`src/rtl/cmp16_decoder.sv`:
```
module cmp16_decoder #(
  parameter logic [4:0] ENTRY_OP = 5'd6,
  parameter int OFFS_W = 16
) (
  input  logic              clk,
  input  logic              rst_n,
  input  logic              hw_valid,
  input  logic [15:0]       hw_data,
  output logic              mode_cmp,
  output logic              uop_valid,
  output logic [2:0]        uop_unit,
  output logic [1:0]        uop_op,
  output logic [2:0]        uop_ra,
  output logic [2:0]        uop_rb,
  output logic [1:0]        uop_bi,
  output logic              uop_cond_chk,
  output logic              uop_cond_inv,
  output logic              uop_lk,
  output logic [1:0]        uop_crf_dst,
  output logic [1:0]        uop_crf_src,
  output logic [OFFS_W-1:0] uop_offs,
  output logic              exit_pulse
);
  localparam logic [2:0] U_BR  = 3'd0;
  localparam logic [2:0] U_CR  = 3'd1;
  localparam logic [2:0] U_INT = 3'd2;
  localparam logic [2:0] U_LOG = 3'd3;
  localparam logic [2:0] U_FP  = 3'd4;
  localparam int EXT_W = OFFS_W - 7;

  logic [2:0] grp, fa, fb;
  logic       fe, cont, take;

  assign grp  = hw_data[10:8];
  assign fa   = hw_data[7:5];
  assign fb   = hw_data[4:2];
  assign fe   = hw_data[1];
  assign cont = hw_data[0];
  assign take = hw_valid && (mode_cmp || hw_data[15:11] == ENTRY_OP);

  logic [2:0]        d_unit;
  logic [1:0]        d_op, d_bi, d_dst, d_src;
  logic [2:0]        d_ra, d_rb;
  logic              d_chk, d_inv, d_lk;
  logic [OFFS_W-1:0] d_offs;

  always_comb begin
    d_unit = U_BR;
    d_op   = 2'd0;
    d_ra   = 3'd0;
    d_rb   = 3'd0;
    d_bi   = 2'd0;
    d_chk  = 1'b0;
    d_inv  = 1'b0;
    d_lk   = 1'b0;
    d_dst  = 2'd0;
    d_src  = 2'd0;
    d_offs = '0;
    case (grp)
      3'd0: begin
        d_lk   = fe;
        d_offs = {{EXT_W{fa[2]}}, fa, fb, 1'b0};
      end
      3'd1: begin
        if (fa[2:1] == 2'b00) begin
          d_unit = U_CR;
          d_dst  = {fa[0], fb[2]};
          d_src  = fb[1:0];
        end else begin
          d_op  = fa[2:1];
          d_bi  = {fa[0], fb[2]};
          d_chk = fb[1];
          d_inv = fb[0];
          d_lk  = fe;
        end
      end
      default: begin
        d_unit = (grp[2:1] == 2'b01) ? U_INT : (grp[2:1] == 2'b10) ? U_LOG : U_FP;
        d_op   = {grp[0], fe};
        d_ra   = fa;
        d_rb   = fb;
      end
    endcase
  end

  always_ff @(posedge clk or negedge rst_n) begin
    if (!rst_n) begin
      mode_cmp   <= 1'b0;
      uop_valid  <= 1'b0;
      exit_pulse <= 1'b0;
    end else begin
      uop_valid  <= take;
      exit_pulse <= take && !cont;
      if (take) mode_cmp <= cont;
    end
  end

  always_ff @(posedge clk or negedge rst_n) begin
    if (!rst_n) begin
      uop_unit     <= U_BR;
      uop_op       <= 2'd0;
      uop_ra       <= 3'd0;
      uop_rb       <= 3'd0;
      uop_bi       <= 2'd0;
      uop_cond_chk <= 1'b0;
      uop_cond_inv <= 1'b0;
      uop_lk       <= 1'b0;
      uop_crf_dst  <= 2'd0;
      uop_crf_src  <= 2'd0;
      uop_offs     <= '0;
    end else if (take) begin
      uop_unit     <= d_unit;
      uop_op       <= d_op;
      uop_ra       <= d_ra;
      uop_rb       <= d_rb;
      uop_bi       <= d_bi;
      uop_cond_chk <= d_chk;
      uop_cond_inv <= d_inv;
      uop_lk       <= d_lk;
      uop_crf_dst  <= d_dst;
      uop_crf_src  <= d_src;
      uop_offs     <= d_offs;
    end
  end
endmodule

```
`config.mk`:
```
export PLATFORM = sky130hd
export DESIGN_NAME = cmp16_decoder
export DESIGN_NICKNAME = d
export VERILOG_FILES = /design/src/rtl/cmp16_decoder.sv
export SDC_FILE = /design/constraint.sdc
export NUM_CORES = 1
export LEC_CHECK = 0
export ABC_AREA = 1
export BUFFER_PORTS_ARGS = -buffer_cell sky130_fd_sc_hd__buf_2
export CORE_UTILIZATION = 50
export DETAILED_ROUTE_END_ITERATION = 8
export PLACE_DENSITY_LB_ADDON = 0.2
export SYNTH_ARGS = -nofsm -noshare
export SYNTH_HDL_FRONTEND = slang
export SYNTH_SLANG_ARGS = --single-unit
```
`constraint.sdc`:
```
create_clock -name clk -period 2.47 [get_ports clk]
set_input_delay 0.1235 -clock clk [delete_from_list [all_inputs] [get_ports clk]]
set_output_delay 0.1235 -clock clk [all_outputs]
set_load 0.01 [all_outputs]
```
Yosys cells after proc, flatten, opt, wreduce, memory -nomap -nowiden:

Index checks and enable logic that the tools add are counted.

* eq/ne operators: 4
* multiplexer cells: 21
* reduce and logical (&&, ||, !) cells: 7

Operators with widths (count)
* $mux W16: 1
* $mux W2: 7
* $mux W3: 4
* $mux W1: 6
* $pmux W3 S2: 1
* $eq A5 B3 Y1 const B: 1
* $pmux W2 S2: 1
* $eq A3 B1 Y1 const B: 1
* $logic_not A3 Y1: 1
* $eq A2 B1 Y1 const B: 1
* $eq A2 B2 Y1 const B: 1
* $logic_and A1 B1 Y1: 2
* $logic_not A2 Y1: 1
* $pmux W1 S2: 1
* $reduce_or A2 Y1: 1
* $logic_not A1 Y1: 1
* $logic_or A1 B1 Y1: 1

* bits in registers: 39
* input port bits: 19
* output and inout port bits: 39
* logic and storage cells: 46

Logic depth before layout (Yosys ltp):

* word-level depth: 4
* gate-level depth with buffers: 8
* mapped depth without buffers: 7

Least setup slack after synthesis:

No wires, ideal clock.

* path kind: register to register
* from: reg mode_cmp
* to: reg uop_offs[14]
* data arrival time: 1.005 ns
* required time: 2.405 ns
* setup slack: 1.400 ns
* stages on the path, launching flop included: 7
* clock period less this slack: 1.070 ns
* cell sequence: dfrtp_1 > inv_1 > nand2_4 > nand2_4 > buf_6 > nand2_1 > nand2_1

* longest elaborated chain between the ends: 2

Ends and longest elaborated chain
* start, declared: RTL line 9 `output logic mode_cmp,`
* start signal, assigned: RTL line 94 `if (take) mode_cmp <= cont;`
* $logic_or A1 B1 Y1: RTL line 39 `assign take = hw_valid && (mode_cmp || hw_data[15:11] == ENTRY_OP);`
* $logic_and A1 B1 Y1: RTL line 39
* end signal, assigned: RTL line 122 `uop_offs <= d_offs;`
* end, declared: RTL line 21 `output logic [OFFS_W-1:0] uop_offs,`

Every way passes these cells.
A chain may end at the register's enable or synchronous reset.

Worst setup path after layout:

* from: reg mode_cmp
* to: reg mode_cmp

* longest elaborated chain between the ends: 2

Ends and longest elaborated chain (RTL line)
* $logic_or A1 B1 Y1: 39
* $logic_and A1 B1 Y1: 39

Every way passes these cells.

==> out/qor.csv <==
metric,value,unit
clk_latency,310,ps
dieHeight,56.6,um
ir_drop,751,uV
pin_count,58,
setup_viol,0,
grt_pass1_vias,1110,
finClkSkew,2.73,ps
crit_path_end_kind,flop,
num_vias,1256,
grt_util_all_layers,0.202,
synth.distinct_cells,17,
maxCapViolCount,0,
ys_ff_latch,29,
cts_max_level,2,
fin_crit,1230,ps
grt_max_degree,30,
dr.pass1.iters,4,
required,2730,ps
whs,145,ps
start_util,0.537,
dieWidth,56.6,um
n_antenna_cell,0,
clock_path_buffers,2,
hold_class,input pin to flop,
slew_headroom,0.581,
design.core.area,2780,um^2
routedWlPerCell,10.9,um
outcome,"complete, no violations",
drive_gt1_frac,0.297,
min-delay-start,hw_data[1],
num-nets-final,260,
crit_type,flop to flop,
place_area,1690,um^2
critPathLaunch,mode_cmp,
hold_viol_final,0,
via_per_inst,4.65,
syn2layout_area_growth,19.2,%
gp_congestion,0.774,
yosys_warnings,0,
finish.instance_area,1780,um^2
row_count,19,
grt_overflow,0,
wl,2.95,mm
port_buffers,56,
antenna_found_initial,0,
cts_tree,built,
maxSlewViolCount,0,
synth_area,1490,um^2
die_area,3210,um^2
critPathMaxFanout,28,
syn_inst,189,
drt-initial-drc-count,38,
post_cts_buffers,0,
clk_pin_slew,90,ps
layout_common_cells,"nand2_1, buf_2, dfrtp_1",
crit_path_max_incr_delay,400,ps
cts_root_buffer,clkbuf_4,
r2r-start,mode_cmp,
worst_pin_slew,628,ps
dp_hpwl,2.18,mm
fin_crit_sh,0.499,
ys_seq_area_frac,0.486,
rsz0062_at_grt,no,
cts_sinks,29,
crit_chain,inv_1 -> nand2_4 -> nand2_4 -> nand2_1 -> nand2_1,
syn_area_per_cell,7.90,um^2
start_kind,flop,
ant_nets,0,
grt_pass1_wl,4.91,mm
leakage,1.12,nW
drc_errors,0,
synth_nets,211,
fin_setup_tns,0,ps
worstPathArrival,1490,ps
powerDensity,859,nW/um^2
cts_made_buffers,5,
fmax,0.812,GHz
layout.cells.most_common,nand2_1,
cp_slowest_cell,dfrtp_1,
[stage by stage]
step / worst slack, ps / std cells / power [mW] / util
floorplan: 1400 / 189 / 1.05 / -
global placement: 1180 / 260 / 1.21 / 0.607
detailed placement: 1130 / 260 / 1.22 / 0.607
CTS: 1220 / 270 / 1.55 / 0.640
global route: 1120 / 270 / 1.64 / 0.640
finish: 1240 / 270 / 1.53 / 0.640
[flip-flops by register name (all words and copies together) (netlist names)]
signal,flops
exit_pulse,1
mode_cmp,1
uop_bi,2
uop_cond_chk,1
uop_cond_inv,1
uop_crf_dst,2
uop_crf_src,2
uop_lk,1
uop_offs,6
uop_op,2
uop_ra,3
uop_rb,3
uop_unit,3
uop_valid,1
[per-layer routing]
layer	up-vias	part of all wire	routed length [um]	global-route usage
li1	665	-	-	-
met1	547	0.45	1340	0.275
met2	39	0.48	1420	0.316
met3	5	0.053	156	0.0438
met4	0	0.012	36	0.0732
met5	-	0	0	0
[path summary, 6_finish.rpt]
path                       slack, ps              to  cells past startpoint
setup / recovery                1240        mode_cmp                      5
hold / removal                   140          uop_lk                      5
setup reg to reg                1240        mode_cmp                      5
hold reg to reg                  480     uop_offs[1]                      2
max in group asynchronous       1710  uop_crf_dst[0]                      2
min in group asynchronous        350       uop_bi[0]                      2
[cell usage after synthesis]
master   number  area [um^2]
a21oi_1       1         5.00
a21oi_4       1         16.3
buf_2         2         10.0
buf_4        12         90.1
buf_6         2         22.5
conb_1        1         3.75
dfrtp_1      29          726
ha_1          3         37.5
inv_1        14         52.6
inv_2         1         3.75
nand2_1      71          267
nand2_4       2         22.5
nand3_1      21          105
nand3_4       1         17.5
nor2_1       23         86.3
nor2_2        2         12.5
o21ai_0       3         15.0
[power breakdown]
group / internal [mW] / leakage [nW] / total (mW) / switching (mW)
logic: 0.197 / 0.694 / 0.530 / 0.332
clock network: 0.165 / 0.0413 / 0.324 / 0.159
registers: 0.605 / 0.387 / 0.675 / 0.0705
total: 0.967 / 1.12 / 1.53 / 0.562
[timing repair]
action                     4_1_cts  5_1_grt
hold endpoints to repair        30        0
resized for setup                0        0
setup endpoints to repair        0        0
hold buffers                     2        0
[cell type report]
class	count	area, um^2
Fill cell	259	1000
Sequential cell	29	726
Multi-Input combinational cell	129	588
Timing Repair Buffer	58	300
Clock buffer	7	65.1
Inverter	15	56.3
Tap cell	31	38.8
Clock inverter	1	5.00
[cell families after synthesis]
logic type	Yosys count	share of synthesized area
flip-flops	29	0.486
other	1	0.00251
adder cells (fa/ha/maj)	3	0.0251
AND/OR/NAND/NOR	120	0.342
buffers and inverters	31	0.120
AO/OA/AOI/OAI	5	0.0243
[critical path, delay by kind of cell, from the launching register on]
kind	cells	cell delay [ps]
and+or+nand+nor	4	620
DFF	1	400
buffers and inverters	1	150
Power figures use the tool's default switching activity.
